### config.mk
export PLATFORM = sky130hd
export DESIGN_NAME = mcsr_trap_unit
export DESIGN_NICKNAME = d
export VERILOG_FILES = /design/src/rtl/mcsr_pkg.sv /design/src/rtl/csr_rmw_unit.sv /design/src/rtl/irq_arbiter.sv /design/src/rtl/mcsr_trap_unit.sv
export SDC_FILE = /design/constraint.sdc
export NUM_CORES = 1
export LEC_CHECK = 0
export ABC_AREA = 1
export BUFFER_PORTS_ARGS = -buffer_cell sky130_fd_sc_hd__buf_2
export CAP_MARGIN = 20
export CORE_ASPECT_RATIO = 0.9
export CORE_MARGIN = 4
export CORE_UTILIZATION = 50
export DETAILED_ROUTE_END_ITERATION = 7
export PLACE_DENSITY = 0.75
export RECOVER_POWER = 50
export SLEW_MARGIN = 30
export SYNTH_ARGS = -nofsm -noshare
export SYNTH_HDL_FRONTEND = slang
export SYNTH_SLANG_ARGS = --single-unit
### constraint.sdc
create_clock -name clk -period 2.6 [get_ports clk]
set_input_delay 0.26 -clock clk [delete_from_list [all_inputs] [get_ports clk]]
set_output_delay 0.26 -clock clk [all_outputs]
set_load 0.01 [all_outputs]
### src/rtl/mcsr_pkg.sv
// Shared CSR addresses, operation encodings and cause codes for the trap unit.
package mcsr_pkg;
    typedef enum logic [1:0] {
        OP_NONE = 2'd0,
        OP_SWAP = 2'd1,
        OP_SET  = 2'd2,
        OP_CLR  = 2'd3
    } csr_op_e;

    localparam logic [11:0] A_STATUS  = 12'h300;
    localparam logic [11:0] A_ISA     = 12'h301;
    localparam logic [11:0] A_IEN     = 12'h304;
    localparam logic [11:0] A_TVEC    = 12'h305;
    localparam logic [11:0] A_SCRATCH = 12'h340;
    localparam logic [11:0] A_EPC     = 12'h341;
    localparam logic [11:0] A_CAUSE   = 12'h342;
    localparam logic [11:0] A_TVAL    = 12'h343;
    localparam logic [11:0] A_IPEND   = 12'h344;
    localparam logic [11:0] A_CYC_LO  = 12'hB00;
    localparam logic [11:0] A_CYC_HI  = 12'hB80;

    localparam logic [31:0] ISA_VALUE   = 32'h4000_0100;
    localparam logic [31:0] CAUSE_EXT   = 32'h8000_000B;
    localparam logic [31:0] CAUSE_TMR   = 32'h8000_0007;
    localparam logic [31:0] CAUSE_SW    = 32'h8000_0003;
    localparam logic [31:0] CAUSE_ECALL = 32'h0000_000B;
endpackage

### src/rtl/csr_rmw_unit.sv
// Computes the new value of a CSR from its old value, the operand and the operation.
// Assumes the caller applies per-register write masks and decides whether to commit.
module csr_rmw_unit #(
    parameter int XLEN = 32
) (
    input  mcsr_pkg::csr_op_e op,
    input  logic [XLEN-1:0]   old_val,
    input  logic [XLEN-1:0]   operand,
    output logic [XLEN-1:0]   new_val,
    output logic              do_write
);
    import mcsr_pkg::*;

    // Select the read-modify-write result for the requested operation.
    always_comb begin
        do_write = (op != OP_NONE);
        unique case (op)
            OP_SWAP: new_val = operand;
            OP_SET:  new_val = old_val | operand;
            OP_CLR:  new_val = old_val & ~operand;
            default: new_val = old_val;
        endcase
    end
endmodule

### src/rtl/irq_arbiter.sv
// Fixed-priority interrupt selector: external over timer over software.
// Assumes request lines are already synchronous to the core clock.
module irq_arbiter (
    input  logic        gie,
    input  logic [2:0]  req,      // {ext, tmr, sw}
    input  logic [2:0]  en,       // {ext, tmr, sw}
    output logic        fire,
    output logic [31:0] cause
);
    import mcsr_pkg::*;

    logic [2:0] qual;

    // Qualify each line by its own enable and the global enable, then pick the winner.
    always_comb begin
        qual  = req & en & {3{gie}};
        fire  = |qual;
        cause = '0;
        if (qual[2])      cause = CAUSE_EXT;
        else if (qual[1]) cause = CAUSE_TMR;
        else if (qual[0]) cause = CAUSE_SW;
    end
endmodule

### src/rtl/mcsr_trap_unit.sv
// Machine-mode CSR file with trap entry and return.
// Assumes: one CSR access per cycle from execute; trap wins over a CSR write and
// over mret in the same cycle; the caller flushes the pipeline on trap_taken.
module mcsr_trap_unit #(
    parameter int          XLEN       = 32,
    parameter logic [31:0] RESET_TVEC = 32'h0000_0000
) (
    input  logic        clk,
    input  logic        rst_n,
    input  logic [11:0] csr_addr,
    input  logic [1:0]  csr_op,
    input  logic [31:0] csr_wdata,
    input  logic [31:0] ex_pc,
    input  logic        irq_ext,
    input  logic        irq_tmr,
    input  logic        irq_sw,
    input  logic        ecall_i,
    input  logic        mret_i,
    output logic [31:0] csr_rdata,
    output logic        trap_taken,
    output logic [31:0] trap_pc,
    output logic [31:0] ret_pc
);
    import mcsr_pkg::*;

    localparam int CNT_W = 2 * XLEN;

    logic             mie_b, mpie_b;
    logic [2:0]       ien_q;    // {ext, tmr, sw}
    logic [2:0]       ipend_q;  // {ext, tmr, sw}
    logic [XLEN-1:0]  tvec_q, scratch_q, epc_q, cause_q, tval_q;
    logic [CNT_W-1:0] cycle_q;

    logic [XLEN-1:0]  status_rd, ien_rd, ipend_rd, new_val;
    logic             rmw_wr, irq_fire, wr_en;
    logic [31:0]      irq_cause;
    csr_op_e          op_e;

    assign op_e = csr_op_e'(csr_op);

    // Pack the sparse status and interrupt bits into their architectural positions.
    always_comb begin
        status_rd     = 32'h0000_1800;
        status_rd[3]  = mie_b;
        status_rd[7]  = mpie_b;
        ien_rd        = '0;
        ien_rd[11]    = ien_q[2];
        ien_rd[7]     = ien_q[1];
        ien_rd[3]     = ien_q[0];
        ipend_rd      = '0;
        ipend_rd[11]  = ipend_q[2];
        ipend_rd[7]   = ipend_q[1];
        ipend_rd[3]   = ipend_q[0];
    end

    // Decode the CSR address into the prior value.
    always_comb begin
        unique case (csr_addr)
            A_STATUS:  csr_rdata = status_rd;
            A_ISA:     csr_rdata = ISA_VALUE;
            A_IEN:     csr_rdata = ien_rd;
            A_TVEC:    csr_rdata = tvec_q;
            A_SCRATCH: csr_rdata = scratch_q;
            A_EPC:     csr_rdata = epc_q;
            A_CAUSE:   csr_rdata = cause_q;
            A_TVAL:    csr_rdata = tval_q;
            A_IPEND:   csr_rdata = ipend_rd;
            A_CYC_LO:  csr_rdata = cycle_q[XLEN-1:0];
            A_CYC_HI:  csr_rdata = cycle_q[CNT_W-1:XLEN];
            default:   csr_rdata = '0;
        endcase
    end

    csr_rmw_unit #(.XLEN(XLEN)) u_rmw (
        .op       (op_e),
        .old_val  (csr_rdata),
        .operand  (csr_wdata),
        .new_val  (new_val),
        .do_write (rmw_wr)
    );

    irq_arbiter u_arb (
        .gie   (mie_b),
        .req   ({irq_ext, irq_tmr, irq_sw}),
        .en    (ien_q),
        .fire  (irq_fire),
        .cause (irq_cause)
    );

    assign trap_taken = irq_fire | ecall_i;
    assign trap_pc    = {tvec_q[XLEN-1:2], 2'b00};
    assign ret_pc     = epc_q;
    assign wr_en      = rmw_wr & ~trap_taken;

    // Free-running cycle counter and registered view of the request lines.
    always_ff @(posedge clk) begin
        if (!rst_n) begin
            cycle_q <= '0;
            ipend_q <= '0;
        end else begin
            cycle_q <= cycle_q + 1'b1;
            ipend_q <= {irq_ext, irq_tmr, irq_sw};
        end
    end

    // Status stack bits: trap entry, then mret, then software write.
    always_ff @(posedge clk) begin
        if (!rst_n) begin
            mie_b  <= 1'b0;
            mpie_b <= 1'b0;
        end else if (trap_taken) begin
            mpie_b <= mie_b;
            mie_b  <= 1'b0;
        end else if (mret_i) begin
            mie_b  <= mpie_b;
            mpie_b <= 1'b1;
        end else if (wr_en && csr_addr == A_STATUS) begin
            mie_b  <= new_val[3];
            mpie_b <= new_val[7];
        end
    end

    // Trap record registers: written by hardware on a trap, else by software.
    always_ff @(posedge clk) begin
        if (!rst_n) begin
            epc_q   <= '0;
            cause_q <= '0;
            tval_q  <= '0;
        end else if (trap_taken) begin
            epc_q   <= {ex_pc[XLEN-1:2], 2'b00};
            cause_q <= irq_fire ? irq_cause : CAUSE_ECALL;
            tval_q  <= '0;
        end else if (wr_en) begin
            if (csr_addr == A_EPC)   epc_q   <= {new_val[XLEN-1:2], 2'b00};
            if (csr_addr == A_CAUSE) cause_q <= new_val;
            if (csr_addr == A_TVAL)  tval_q  <= new_val;
        end
    end

    // Plain software-owned registers.
    always_ff @(posedge clk) begin
        if (!rst_n) begin
            ien_q     <= '0;
            tvec_q    <= RESET_TVEC;
            scratch_q <= '0;
        end else if (wr_en) begin
            if (csr_addr == A_IEN)     ien_q     <= {new_val[11], new_val[7], new_val[3]};
            if (csr_addr == A_TVEC)    tvec_q    <= new_val;
            if (csr_addr == A_SCRATCH) scratch_q <= new_val;
        end
    end
endmodule

==> flow_metrics.tcl <==
set metrics [dict create \
    worstPathArrival_ns 2.88 \
    syn_inst 2230 \
    die_w_um 183 \
    globalRouteOverflowTotal 0 \
    postCtsSetupBuffers 0 \
    nNetsFinal 2443 \
    port-buffer-count 175 \
    cts_max_path_buffers 3 \
    power.total_w 0.00781 \
    track_usage 0.341 \
    clockRootBuffer "clkbuf_16" \
    synth_top_area_frac 0.335 \
    min-delay-start "ex_pc[29]" \
    antenna_found_initial 1 \
    final_area_mm2 0.0155 \
    start_util 0.509 \
    violations "max-capacitance violations, max-slew violations" \
    timing_worst_setup_path_type "reg -> reg" \
    startpoint_type "register" \
    relSlewSlack -0.427 \
    max_clock_freq_mhz 405 \
    grt_pass1_wl_mm 81.1 \
    cts_tree "done" \
    worstMarginPinSlew_ns 2.14 \
    rrSetupSlack_ns 0.13 \
    holdPathStages 5 \
    p_sw_frac 0.259 \
    die_y_um 165 \
    vias 15743 \
    ys.flop_type "dfxtp_1" \
    holdCritPathClass "in -> reg" \
    synth.avg_cell_area_um2 6.17 \
    drc_errors 0 \
    htreeDepth 1 \
    antenna_left 0 \
    drt-total-wl_mm 53.2 \
    grt_max_degree 143 \
    fin_crit_ns 2.47 \
    finalHoldViolations 0 \
    dp_hpwl_mm 37.5 \
    synthArstFlopShare 0 \
    power_frac_seq 0.465 \
    synth_edf_count 0 \
    core.rowCount 57 \
    yosys_warnings 0 \
    clock_power_share 0.454 \
    rr_endpoint "ret_pc[31]" \
    first_pass_iters 6 \
    synth_cell_type_count 45 \
    status "finished, violations left" \
    p_per_area_mw_per_mm2 504 \
    fillerInstances 2700 \
    yosysTopAreaCell "dfxtp_1" \
    endpoint_kind "register" \
    cts_buffers 26 \
    wire_per_inst_um 19.5 \
    hold_end "ret_pc[29]" \
    drv_slew 183 \
    drtIter0Drc 1791 \
    stdcell_count 2731 \
    num_antenna_cells 0 \
    ir_drop_v 0.000371 \
    finalCritPeriodShare 0.950 \
    grt_pass1_vias 14519 \
    place_inst 2680 \
    critPathRequiredTime_ns 3.01 \
    clock-sinks 230 \
    die_area_mm2 0.0302 \
    p_comb_frac 0.081 \
    io_pins 182 \
    drive_above_1_share 0.121 \
    synth.most_common_cell "nand2_1" \
    yosysSeqAreaShare 0.335 \
    hold-worst-slack_ns 0.0263 \
    tns_ns 0 \
    ys_seq_elements 230 \
    clock_skew_ns 0.0134 \
    syn_area_mm2 0.0138 \
    clk_latency_ns 0.54 \
    netlist_top_cells_count "nand2_1 (403), nor2_1 (343), inv_1 (314), dfxtp_1 (230), o21ai_0 (213)" \
    area_delta_synth_final_pct 12.7 \
    placed_area_mm2 0.0148 \
    crit_fanout 49 \
    rr_startpoint "mie_b" \
    vias_per_cell 5.76 \
    gp_congestion 1.06 \
    drv_cap 2 \
    reg2reg_depth 9 \
    p_leak_nw 7.04 \
    net-switching-power_w 0.00202 \
    p_int_w 0.00579 \
    clk_pin_slew_ns 0.07 \
    rsz0062_at_grt "no" \
    coreArea_mm2 0.0270 \
    setup_violations 0 \
    synth_area_leaders "dfxtp_1 (33%), nand2_1 (11%), nor2_1 (9.4%)" \
]
layout by cell type, fill, tap and decap left out, types with 43 or more instances in the layout:
master	netlist	layout
a21oi_1	156	156
buf_2	29	114
clkbuf_1	51	76
dfxtp_1	230	230
inv_1	314	316
nand2_1	403	403
nand3_1	181	181
nor2_1	343	342
nor3_1	43	43
o21ai_0	213	216
metal layers:
metal	routed length, µm	track usage
met1	22200	0.469
met2	22600	0.534
met3	5500	0.0504
met4	2940	0.151
met5	0	0
registers in the layout, summed over array words and instances, names as in the netlist:
register and cells:
mie_b 1, ipend_q 3, ien_q 3, cycle_q 64, tvec_q 32, ret_pc 30, cause_q 32, tval_q 32
scratch_q 32, mpie_b 1
worst max-delay path, cell delays in order, from the launching register on:
cell and delay, ns:
dfxtp_1 0.44, nand3_1 0.17, nand3_1 0.20, nor2_4 0.05
clkbuf_2 0.36, o21ai_4 0.15, clkbuf_4 0.48, nand2_1 0.28
inv_1 0.13, a21oi_1 0.07
logic make-up after synthesis:
group                    after synthesis  share of synthesized area
AO/OA/AOI/OAI                        433                      0.164
XOR/XNOR                               8                    0.00509
adder cells (fa/ha/maj)                1                   0.000909
buffers and inverters                463                      0.145
flip-flops                           230                      0.335
other                                  1                   0.000273
AND/OR/NAND/NOR                     1094                      0.350
power by group through the flow:
stage               sequential, W  combinational (W)  clock, W
finish                    0.00363           0.000634   0.00355
global route              0.00363           0.000685   0.00372
CTS                       0.00363           0.000639   0.00357
detailed placement        0.00370           0.000633         0
global placement          0.00370           0.000620         0
floorplan                 0.00371           0.000345         0
how the worst max path moves through the flow:
stage	start	to	slack, ns	depth (start not counted)
6_report	mie_b	ret_pc[31]	0.13	9
5_1_grt	csr_addr[9]	csr_rdata[13]	0.04	12
4_1_cts	csr_addr[9]	csr_rdata[13]	0.21	12
3_5_place_dp	csr_addr[9]	csr_rdata[13]	0.22	12
3_3_place_gp	csr_addr[9]	csr_rdata[13]	0.26	12
2_1_floorplan	csr_addr[9]	csr_rdata[19]	0.78	12
layout make-up:
cell class	instances	area [µm²]	share of cell area
Timing Repair Buffer	230	1210	0.0779
Multi-Input combinational cell	1540	7200	0.465
Clock inverter	4	31.3	0.00202
Inverter	329	1240	0.0798
Sequential cell	230	4600	0.297
Clock buffer	44	778	0.0502
Tap cell	354	443	0.0286
repair_timing:
item / in CTS / in global routing
hold buffers: 3 / 0
endpoints found under the hold margin: 3 / 0
resized for setup: 0 / 0
metrics by stage:
stage           util  setup WS [ns]
5_1_grt        0.574         0.0378
3_5_place_dp   0.548          0.222
3_3_place_gp   0.548          0.264
4_1_cts        0.579          0.208
6_report       0.574          0.129
2_1_floorplan      -          0.777
No activity file was read; power rests on OpenSTA's default activity.
